`config.mk`:
```
export PLATFORM = sky130hd
export DESIGN_NAME = i2c_mode_ctrl
export DESIGN_NICKNAME = d
export VERILOG_FILES = /design/src/rtl/i2c_mode_pkg.sv /design/src/rtl/i2c_mode_fsm.sv /design/src/rtl/i2c_mode_flags.sv /design/src/rtl/i2c_mode_ctrl.sv
export SDC_FILE = /design/constraint.sdc
export NUM_CORES = 1
export LEC_CHECK = 0
export BUFFER_PORTS_ARGS = -buffer_cell sky130_fd_sc_hd__buf_2
export CAP_MARGIN = 20
export CORE_AREA = 2 2 39 41
export DETAILED_ROUTE_END_ITERATION = 8
export DIE_AREA = 0 0 41 43
export SETUP_SLACK_MARGIN = 0.3
export SYNTH_ARGS = -nofsm -noshare
export SYNTH_HDL_FRONTEND = slang
export SYNTH_SLANG_ARGS = --single-unit
```
`constraint.sdc`:
```
create_clock -name clk_i -period 1.9 [get_ports clk_i]
set_input_delay 0.285 -clock clk_i [delete_from_list [all_inputs] [get_ports clk_i]]
set_output_delay 0.285 -clock clk_i [all_outputs]
set_load 0.01 [all_outputs]
```
`src/rtl/i2c_mode_pkg.sv`:
```
package i2c_mode_pkg;

  // encoding is {mss, act}
  typedef enum logic [1:0] {
    MODE_IDLE   = 2'b00,
    MODE_SLAVE  = 2'b01,
    MODE_PEND   = 2'b10,
    MODE_MASTER = 2'b11
  } mode_e;

  typedef struct packed {
    logic start;
    logic rstart;
    logic stop;
  } gen_req_t;

endpackage

```
`src/rtl/i2c_mode_fsm.sv`:
```
module i2c_mode_fsm
  import i2c_mode_pkg::*;
(
  input  logic     clk_i,
  input  logic     rst_ni,
  input  logic     en_i,
  input  logic     wr_i,
  input  logic     wr_mss_i,
  input  logic     wr_scc_i,
  input  logic     int_i,
  input  logic     bus_busy_i,
  input  logic     ev_stop_i,
  input  logic     addr_match_i,
  input  logic     rsv_ack_i,
  input  logic     arb_lost_i,
  input  logic     bus_err_i,
  output logic     mss_o,
  output logic     act_o,
  output gen_req_t req_o,
  output logic     set_al_o,
  output logic     set_ber_o,
  output logic     set_int_o,
  output logic     clr_int_o
);

  logic     mss_q, mss_d;
  logic     act_q, act_d;
  logic     stop_q, stop_d;
  gen_req_t req_q, req_d;
  mode_e    mode;

  assign mode = mode_e'({mss_q, act_q});

  always_comb begin
    mss_d     = mss_q;
    act_d     = act_q;
    stop_d    = stop_q;
    req_d     = '0;
    set_al_o  = 1'b0;
    set_ber_o = 1'b0;
    set_int_o = 1'b0;
    clr_int_o = 1'b0;
    if (!en_i) begin
      mss_d  = 1'b0;
      act_d  = 1'b0;
      stop_d = 1'b0;
    end else if (bus_err_i) begin
      mss_d     = 1'b0;
      act_d     = 1'b0;
      stop_d    = 1'b0;
      set_ber_o = 1'b1;
      set_int_o = 1'b1;
    end else if (arb_lost_i) begin
      mss_d     = 1'b0;
      act_d     = 1'b0;
      stop_d    = 1'b0;
      set_al_o  = 1'b1;
      set_int_o = 1'b1;
    end else if (ev_stop_i && mode != MODE_PEND) begin
      // a pending request survives a stop and keeps waiting
      act_d  = 1'b0;
      stop_d = 1'b0;
      if (mode == MODE_MASTER) mss_d = 1'b0;
    end else begin
      unique case (mode)
        MODE_IDLE: begin
          if (addr_match_i || rsv_ack_i) begin
            act_d     = 1'b1;
            set_int_o = 1'b1;
          end else if (wr_i && wr_mss_i) begin
            mss_d = 1'b1;
          end
        end
        MODE_SLAVE: ;
        MODE_PEND: begin
          if (addr_match_i) begin
            mss_d     = 1'b0;
            act_d     = 1'b1;
            set_al_o  = 1'b1;
            set_int_o = 1'b1;
          end else if (wr_i && !wr_mss_i) begin
            mss_d = 1'b0;
          end else if (!bus_busy_i) begin
            act_d       = 1'b1;
            req_d.start = 1'b1;
          end
        end
        MODE_MASTER: begin
          if (wr_i && int_i && !stop_q) begin
            if (!wr_mss_i) begin
              // stop wins over a repeated start written together
              stop_d     = 1'b1;
              req_d.stop = 1'b1;
              clr_int_o  = 1'b1;
            end else if (wr_scc_i) begin
              req_d.rstart = 1'b1;
              clr_int_o    = 1'b1;
            end
          end
        end
        default: ;
      endcase
    end
  end

  always_ff @(posedge clk_i or negedge rst_ni) begin
    if (!rst_ni) begin
      mss_q  <= 1'b0;
      act_q  <= 1'b0;
      stop_q <= 1'b0;
      req_q  <= '0;
    end else begin
      mss_q  <= mss_d;
      act_q  <= act_d;
      stop_q <= stop_d;
      req_q  <= req_d;
    end
  end

  assign mss_o = mss_q;
  assign act_o = act_q;
  assign req_o = req_q;

  p_start_from_pend_r2: assert property (@(posedge clk_i) disable iff (!rst_ni)
    req_q.start |-> (mss_q && act_q && $past(mss_q && !act_q)));

  p_no_start_busy_r3: assert property (@(posedge clk_i) disable iff (!rst_ni)
    req_q.start |-> !$past(bus_busy_i));

  p_match_cancels_r4: assert property (@(posedge clk_i) disable iff (!rst_ni)
    (en_i && mss_q && !act_q && addr_match_i && !bus_err_i && !arb_lost_i)
      |=> (!mss_q && act_q));

  p_stop_keeps_mss_r5: assert property (@(posedge clk_i) disable iff (!rst_ni)
    req_q.stop |-> (mss_q && act_q));

  p_berr_drops_r6: assert property (@(posedge clk_i) disable iff (!rst_ni)
    (en_i && bus_err_i) |=> (!mss_q && !act_q));

  p_al_drops_r7: assert property (@(posedge clk_i) disable iff (!rst_ni)
    (en_i && arb_lost_i) |=> (!mss_q && !act_q));

  p_req_onehot_r9: assert property (@(posedge clk_i) disable iff (!rst_ni)
    $onehot0({req_q.start, req_q.rstart, req_q.stop}));

  p_disable_idle_r10: assert property (@(posedge clk_i) disable iff (!rst_ni)
    !en_i |=> (!mss_q && !act_q && !req_q.start));

endmodule

```
`src/rtl/i2c_mode_flags.sv`:
```
module i2c_mode_flags (
  input  logic clk_i,
  input  logic rst_ni,
  input  logic en_i,
  input  logic act_i,
  input  logic wr_i,
  input  logic wr_int_i,
  input  logic wr_flag_clr_i,
  input  logic byte_done_i,
  input  logic set_al_i,
  input  logic set_ber_i,
  input  logic set_int_i,
  input  logic clr_int_i,
  output logic int_o,
  output logic al_o,
  output logic ber_o
);

  logic int_q, al_q, ber_q;
  logic int_set, int_clr, err_clr;

  assign int_set = set_int_i || (en_i && act_i && byte_done_i);
  assign int_clr = clr_int_i || (wr_i && !wr_int_i);
  assign err_clr = wr_i && wr_flag_clr_i;

  always_ff @(posedge clk_i or negedge rst_ni) begin
    if (!rst_ni) begin
      int_q <= 1'b0;
      al_q  <= 1'b0;
      ber_q <= 1'b0;
    end else begin
      if (int_set)      int_q <= 1'b1;
      else if (int_clr) int_q <= 1'b0;
      if (set_al_i)     al_q  <= 1'b1;
      else if (err_clr) al_q  <= 1'b0;
      if (set_ber_i)    ber_q <= 1'b1;
      else if (err_clr) ber_q <= 1'b0;
    end
  end

  assign int_o = int_q;
  assign al_o  = al_q;
  assign ber_o = ber_q;

  p_ber_flag_r6: assert property (@(posedge clk_i) disable iff (!rst_ni)
    set_ber_i |=> (ber_q && int_q));

  p_al_flag_r7: assert property (@(posedge clk_i) disable iff (!rst_ni)
    set_al_i |=> (al_q && int_q));

  p_al_sticky_r11: assert property (@(posedge clk_i) disable iff (!rst_ni)
    (al_q && !err_clr) |=> al_q);

  p_ber_sticky_r11: assert property (@(posedge clk_i) disable iff (!rst_ni)
    (ber_q && !err_clr) |=> ber_q);

  p_int_on_byte_r13: assert property (@(posedge clk_i) disable iff (!rst_ni)
    (en_i && act_i && byte_done_i) |=> int_q);

endmodule

```
`src/rtl/i2c_mode_ctrl.sv`:
```
module i2c_mode_ctrl
  import i2c_mode_pkg::*;
(
  input  logic clk_i,
  input  logic rst_ni,
  input  logic en_i,
  input  logic wr_i,
  input  logic wr_mss_i,
  input  logic wr_scc_i,
  input  logic wr_int_i,
  input  logic wr_flag_clr_i,
  input  logic bus_busy_i,
  input  logic ev_stop_i,
  input  logic addr_match_i,
  input  logic rsv_ack_i,
  input  logic arb_lost_i,
  input  logic bus_err_i,
  input  logic byte_done_i,
  output logic mss_o,
  output logic act_o,
  output logic int_o,
  output logic al_o,
  output logic ber_o,
  output logic gen_start_o,
  output logic gen_rstart_o,
  output logic gen_stop_o
);

  gen_req_t req;
  logic     set_al, set_ber, set_int, clr_int;
  logic     int_flag;

  i2c_mode_fsm u_fsm (
    .clk_i        (clk_i),
    .rst_ni       (rst_ni),
    .en_i         (en_i),
    .wr_i         (wr_i),
    .wr_mss_i     (wr_mss_i),
    .wr_scc_i     (wr_scc_i),
    .int_i        (int_flag),
    .bus_busy_i   (bus_busy_i),
    .ev_stop_i    (ev_stop_i),
    .addr_match_i (addr_match_i),
    .rsv_ack_i    (rsv_ack_i),
    .arb_lost_i   (arb_lost_i),
    .bus_err_i    (bus_err_i),
    .mss_o        (mss_o),
    .act_o        (act_o),
    .req_o        (req),
    .set_al_o     (set_al),
    .set_ber_o    (set_ber),
    .set_int_o    (set_int),
    .clr_int_o    (clr_int)
  );

  i2c_mode_flags u_flags (
    .clk_i         (clk_i),
    .rst_ni        (rst_ni),
    .en_i          (en_i),
    .act_i         (act_o),
    .wr_i          (wr_i),
    .wr_int_i      (wr_int_i),
    .wr_flag_clr_i (wr_flag_clr_i),
    .byte_done_i   (byte_done_i),
    .set_al_i      (set_al),
    .set_ber_i     (set_ber),
    .set_int_i     (set_int),
    .clr_int_i     (clr_int),
    .int_o         (int_flag),
    .al_o          (al_o),
    .ber_o         (ber_o)
  );

  assign int_o        = int_flag;
  assign gen_start_o  = req.start;
  assign gen_rstart_o = req.rstart;
  assign gen_stop_o   = req.stop;

  p_int_cleared_by_rs_r8: assert property (@(posedge clk_i) disable iff (!rst_ni)
    gen_rstart_o |-> (mss_o && act_o && $past(int_flag)));

endmodule

```
==> flow_summary.ini <==
[status]
status = finished, final reports clean

[finish]
stdcell_count = 92
register_area_um2 = 225
antenna_cells = 0
multi_input_area_um2 = 225
drive_gt1_share_pct = 35.5
nNetsFinal = 92
areaGrowthSynthToFinish_pct = 36.0
nFillCells = 143

[route]
drt-total-wl_mm = 1.11
postRouteAntennaNets = 0
drtIter0Drc = 5
drc = 0
avgRoutedWirePerCell_um = 12.1
via_per_inst = 4.99
drt-pass1-iter-count = 4
vias = 459

[sta]
max_clock_freq_ghz = 0.706
fin_crit_ns = 1.42
hold_violations = 0
worst_clock_skew_ns = 0.00510
relSlewSlack_pct = 81.3
final-setup-viol-count = 0
rsz0062_at_grt = false
worst_pin_slew_ns = 0.281
period_share_pct = 74.5
holdWs_ns = 0.251
slew_viol_final = 0
fin_tns_setup_ns = 0

[clock_network]
clock_latency_ns = 0.26
cts_buffers = 3
cts-root-buf = clkbuf_4
clock_sinks = 9
h-tree-depth = 1
clk_pin_slew_ns = 0.06
cts_tree = yes
cts_buffer_depth = 2
cts_setup_buffers = 0

[place]
place_congestion = 0.829
hpwl_um = 886
place_inst = 87
port_buffers = 22

[logic_synthesis]
syn-instance-count = 49
yosysSeqAreaShare_pct = 48.8
synthDistinctLibCells = 22
synth_xor_area_share_pct = 0
synthSimpleGateAreaFrac_pct = 24.1
ys_ff_latch = 9
syn_avg_cell_area_um2 = 9.42
syn_area_um2 = 462
yosysWarnings = 0
synth-compound-area-share_pct = 24.7
muxShareOfSynthArea_pct = 0
synthAdderAreaFrac_pct = 0
synth_top_family_by_area = compound AO/OA/AOI/OAI gates
synthesis.nets = 64

[pwr]
power_density_mw_per_mm2 = 652
net-switching-power_mw = 0.0998
combPwrFrac_pct = 15.3
power_frac_seq_pct = 49.9
ir_drop_mv = 0.481
intPower_mw = 0.310
switching_share_pct = 24.4
clockPowerShare_pct = 34.7
p_leak_nw = 0.315

[global_route]
grt_use_met2_pct = 26.6
grt_max_degree = 10
overflow = 0
grtUsageMet1_pct = 19.4
grt_pass1_wl_mm = 2.00
grt_antenna_before_repair = 0
grt-busiest-layer = met2
grt_use_met3_pct = 7.85
grt_util_all_layers_pct = 17.3
grt_pass1_vias = 488

[worst_setup_path]
crit_fanout = 9
startpoint_type = flop
crit_arrival_ns = 1.55
end_kind = flop
required_ns = 2.03
critPathKind = reg2reg

[die]
ios = 23
core_mm2 = 0.00138
die_x_um = 41
initial_core_util_pct = 33.4
die_h_um = 43
dieArea_mm2 = 0.00176
rows = 14

[flow_run]
maxCapViolations = 0

[min_path]
hold_class = in2reg
[final cells by class]
class / count / area share, %
sequential: 9 / 35.9
multi-input combinational: 37 / 35.9
timing repair buffer: 23 / 19.1
clock buffer: 4 / 4.18
tap: 16 / 3.19
inverter: 3 / 1.79
[Yosys cell counts, drive strengths merged]
cell	instances	area, µm²
or3	1	11.3
o21ai	5	25.0
a21oi	2	10.0
o211ai	1	7.51
nor4	2	12.5
a22o	1	8.76
and2	1	6.26
a2111oi	1	15.0
inv	3	11.3
nor2	5	18.8
nand2	7	26.3
o21a	1	7.51
nor3b	1	7.51
a21o	1	7.51
nor4bb	1	10.0
a32o	1	10.0
a21boi	1	7.51
a211oi	1	7.51
nand2b	3	18.8
o21bai	1	7.51
dfrtp	9	225
[kinds of logic (layout without fill, tap and decap cells)]
| family | count (synthesis) | in the layout |
|---|---|---|
| AOI/OAI and AO/OA | 16 | 16 |
| DFF | 9 | 9 |
| buffers and inverters | 3 | 30 |
| and+or+nand+nor | 21 | 21 |
[layout by cell type (no fill, tap or decap)]
cell,instances
and2_1,1
a21boi_1,1
a32o_1,1
nor2_1,5
nor3b_1,1
clkbuf_1,1
a211oi_1,1
clkbuf_4,3
dfrtp_1,9
dlygate4sd3_1,1
nand2b_1,3
a22o_1,1
a2111oi_2,1
o211ai_1,1
buf_2,22
o21bai_1,1
nand2_1,7
o21a_1,1
or3_4,1
o21ai_0,4
inv_1,3
a21o_1,1
o21ai_1,1
a21oi_1,2
nor4bb_1,1
nor4_1,2
[power groups by stage]
stage	logic, mW	clock network [mW]	registers (mW)
finish	0.0629	0.142	0.204
global route	0.0717	0.161	0.206
CTS	0.0639	0.148	0.205
detailed placement	0.0622	0	0.208
global placement	0.0620	0	0.208
floorplan	0.0217	0	0.212
[worst max-delay path: stages (launching register included)]
cell      delay, ns
dfrtp_1        0.48
nand2_1        0.11
or3_4          0.40
a211oi_1       0.21
o21ai_1        0.10
[final timing paths]
kind	depth (start not counted)	from	slack (ns)	to
worst min-delay path	2	addr_match_i	0.25	u_fsm.req_o[2]
min in group asynchronous	2	rst_ni	0.40	u_fsm.req_o[2]
worst min register to register	1	u_flags.ber_o	0.49	u_flags.ber_o
max in group asynchronous	2	rst_ni	1.31	u_fsm.act_o
worst max register to register	4	u_fsm.act_o	0.48	u_flags.int_o
worst max-delay path	4	u_fsm.act_o	0.48	u_flags.int_o
[through the flow]
step           util (%)  area [µm²]  setup WS [ns]  power, mW
2_1_floorplan         -         462          0.535      0.233
3_3_place_gp       42.8         592          0.524      0.270
3_5_place_dp       42.8         592          0.486      0.270
4_1_cts            45.4         628          0.478      0.417
5_1_grt            45.4         628          0.334      0.438
6_report           45.4         628          0.484      0.410
[flip-flops by register name, indices dropped and copies added, names as in the netlist]
register and flops:
u_fsm.req_o 3, u_flags.al_o 1, u_flags.ber_o 1, u_flags.int_o 1, u_fsm.act_o 1, u_fsm.mss_o 1
u_fsm.stop_q 1
[per-layer routing]
layer | share of wire [%] | wire (µm)
met2 | 51 | 563
met3 | 7.4 | 82
met1 | 41 | 457
met4 | 0.63 | 7
met5 | 0 | 0
[repair_timing]
| item | in CTS | in global routing |
|---|---|---|
| hold buffers | 1 | 0 |
| hold endpoints to repair | 9 | 0 |
| gates resized for setup | 0 | 0 |
Power figures use the tool's default switching activity.
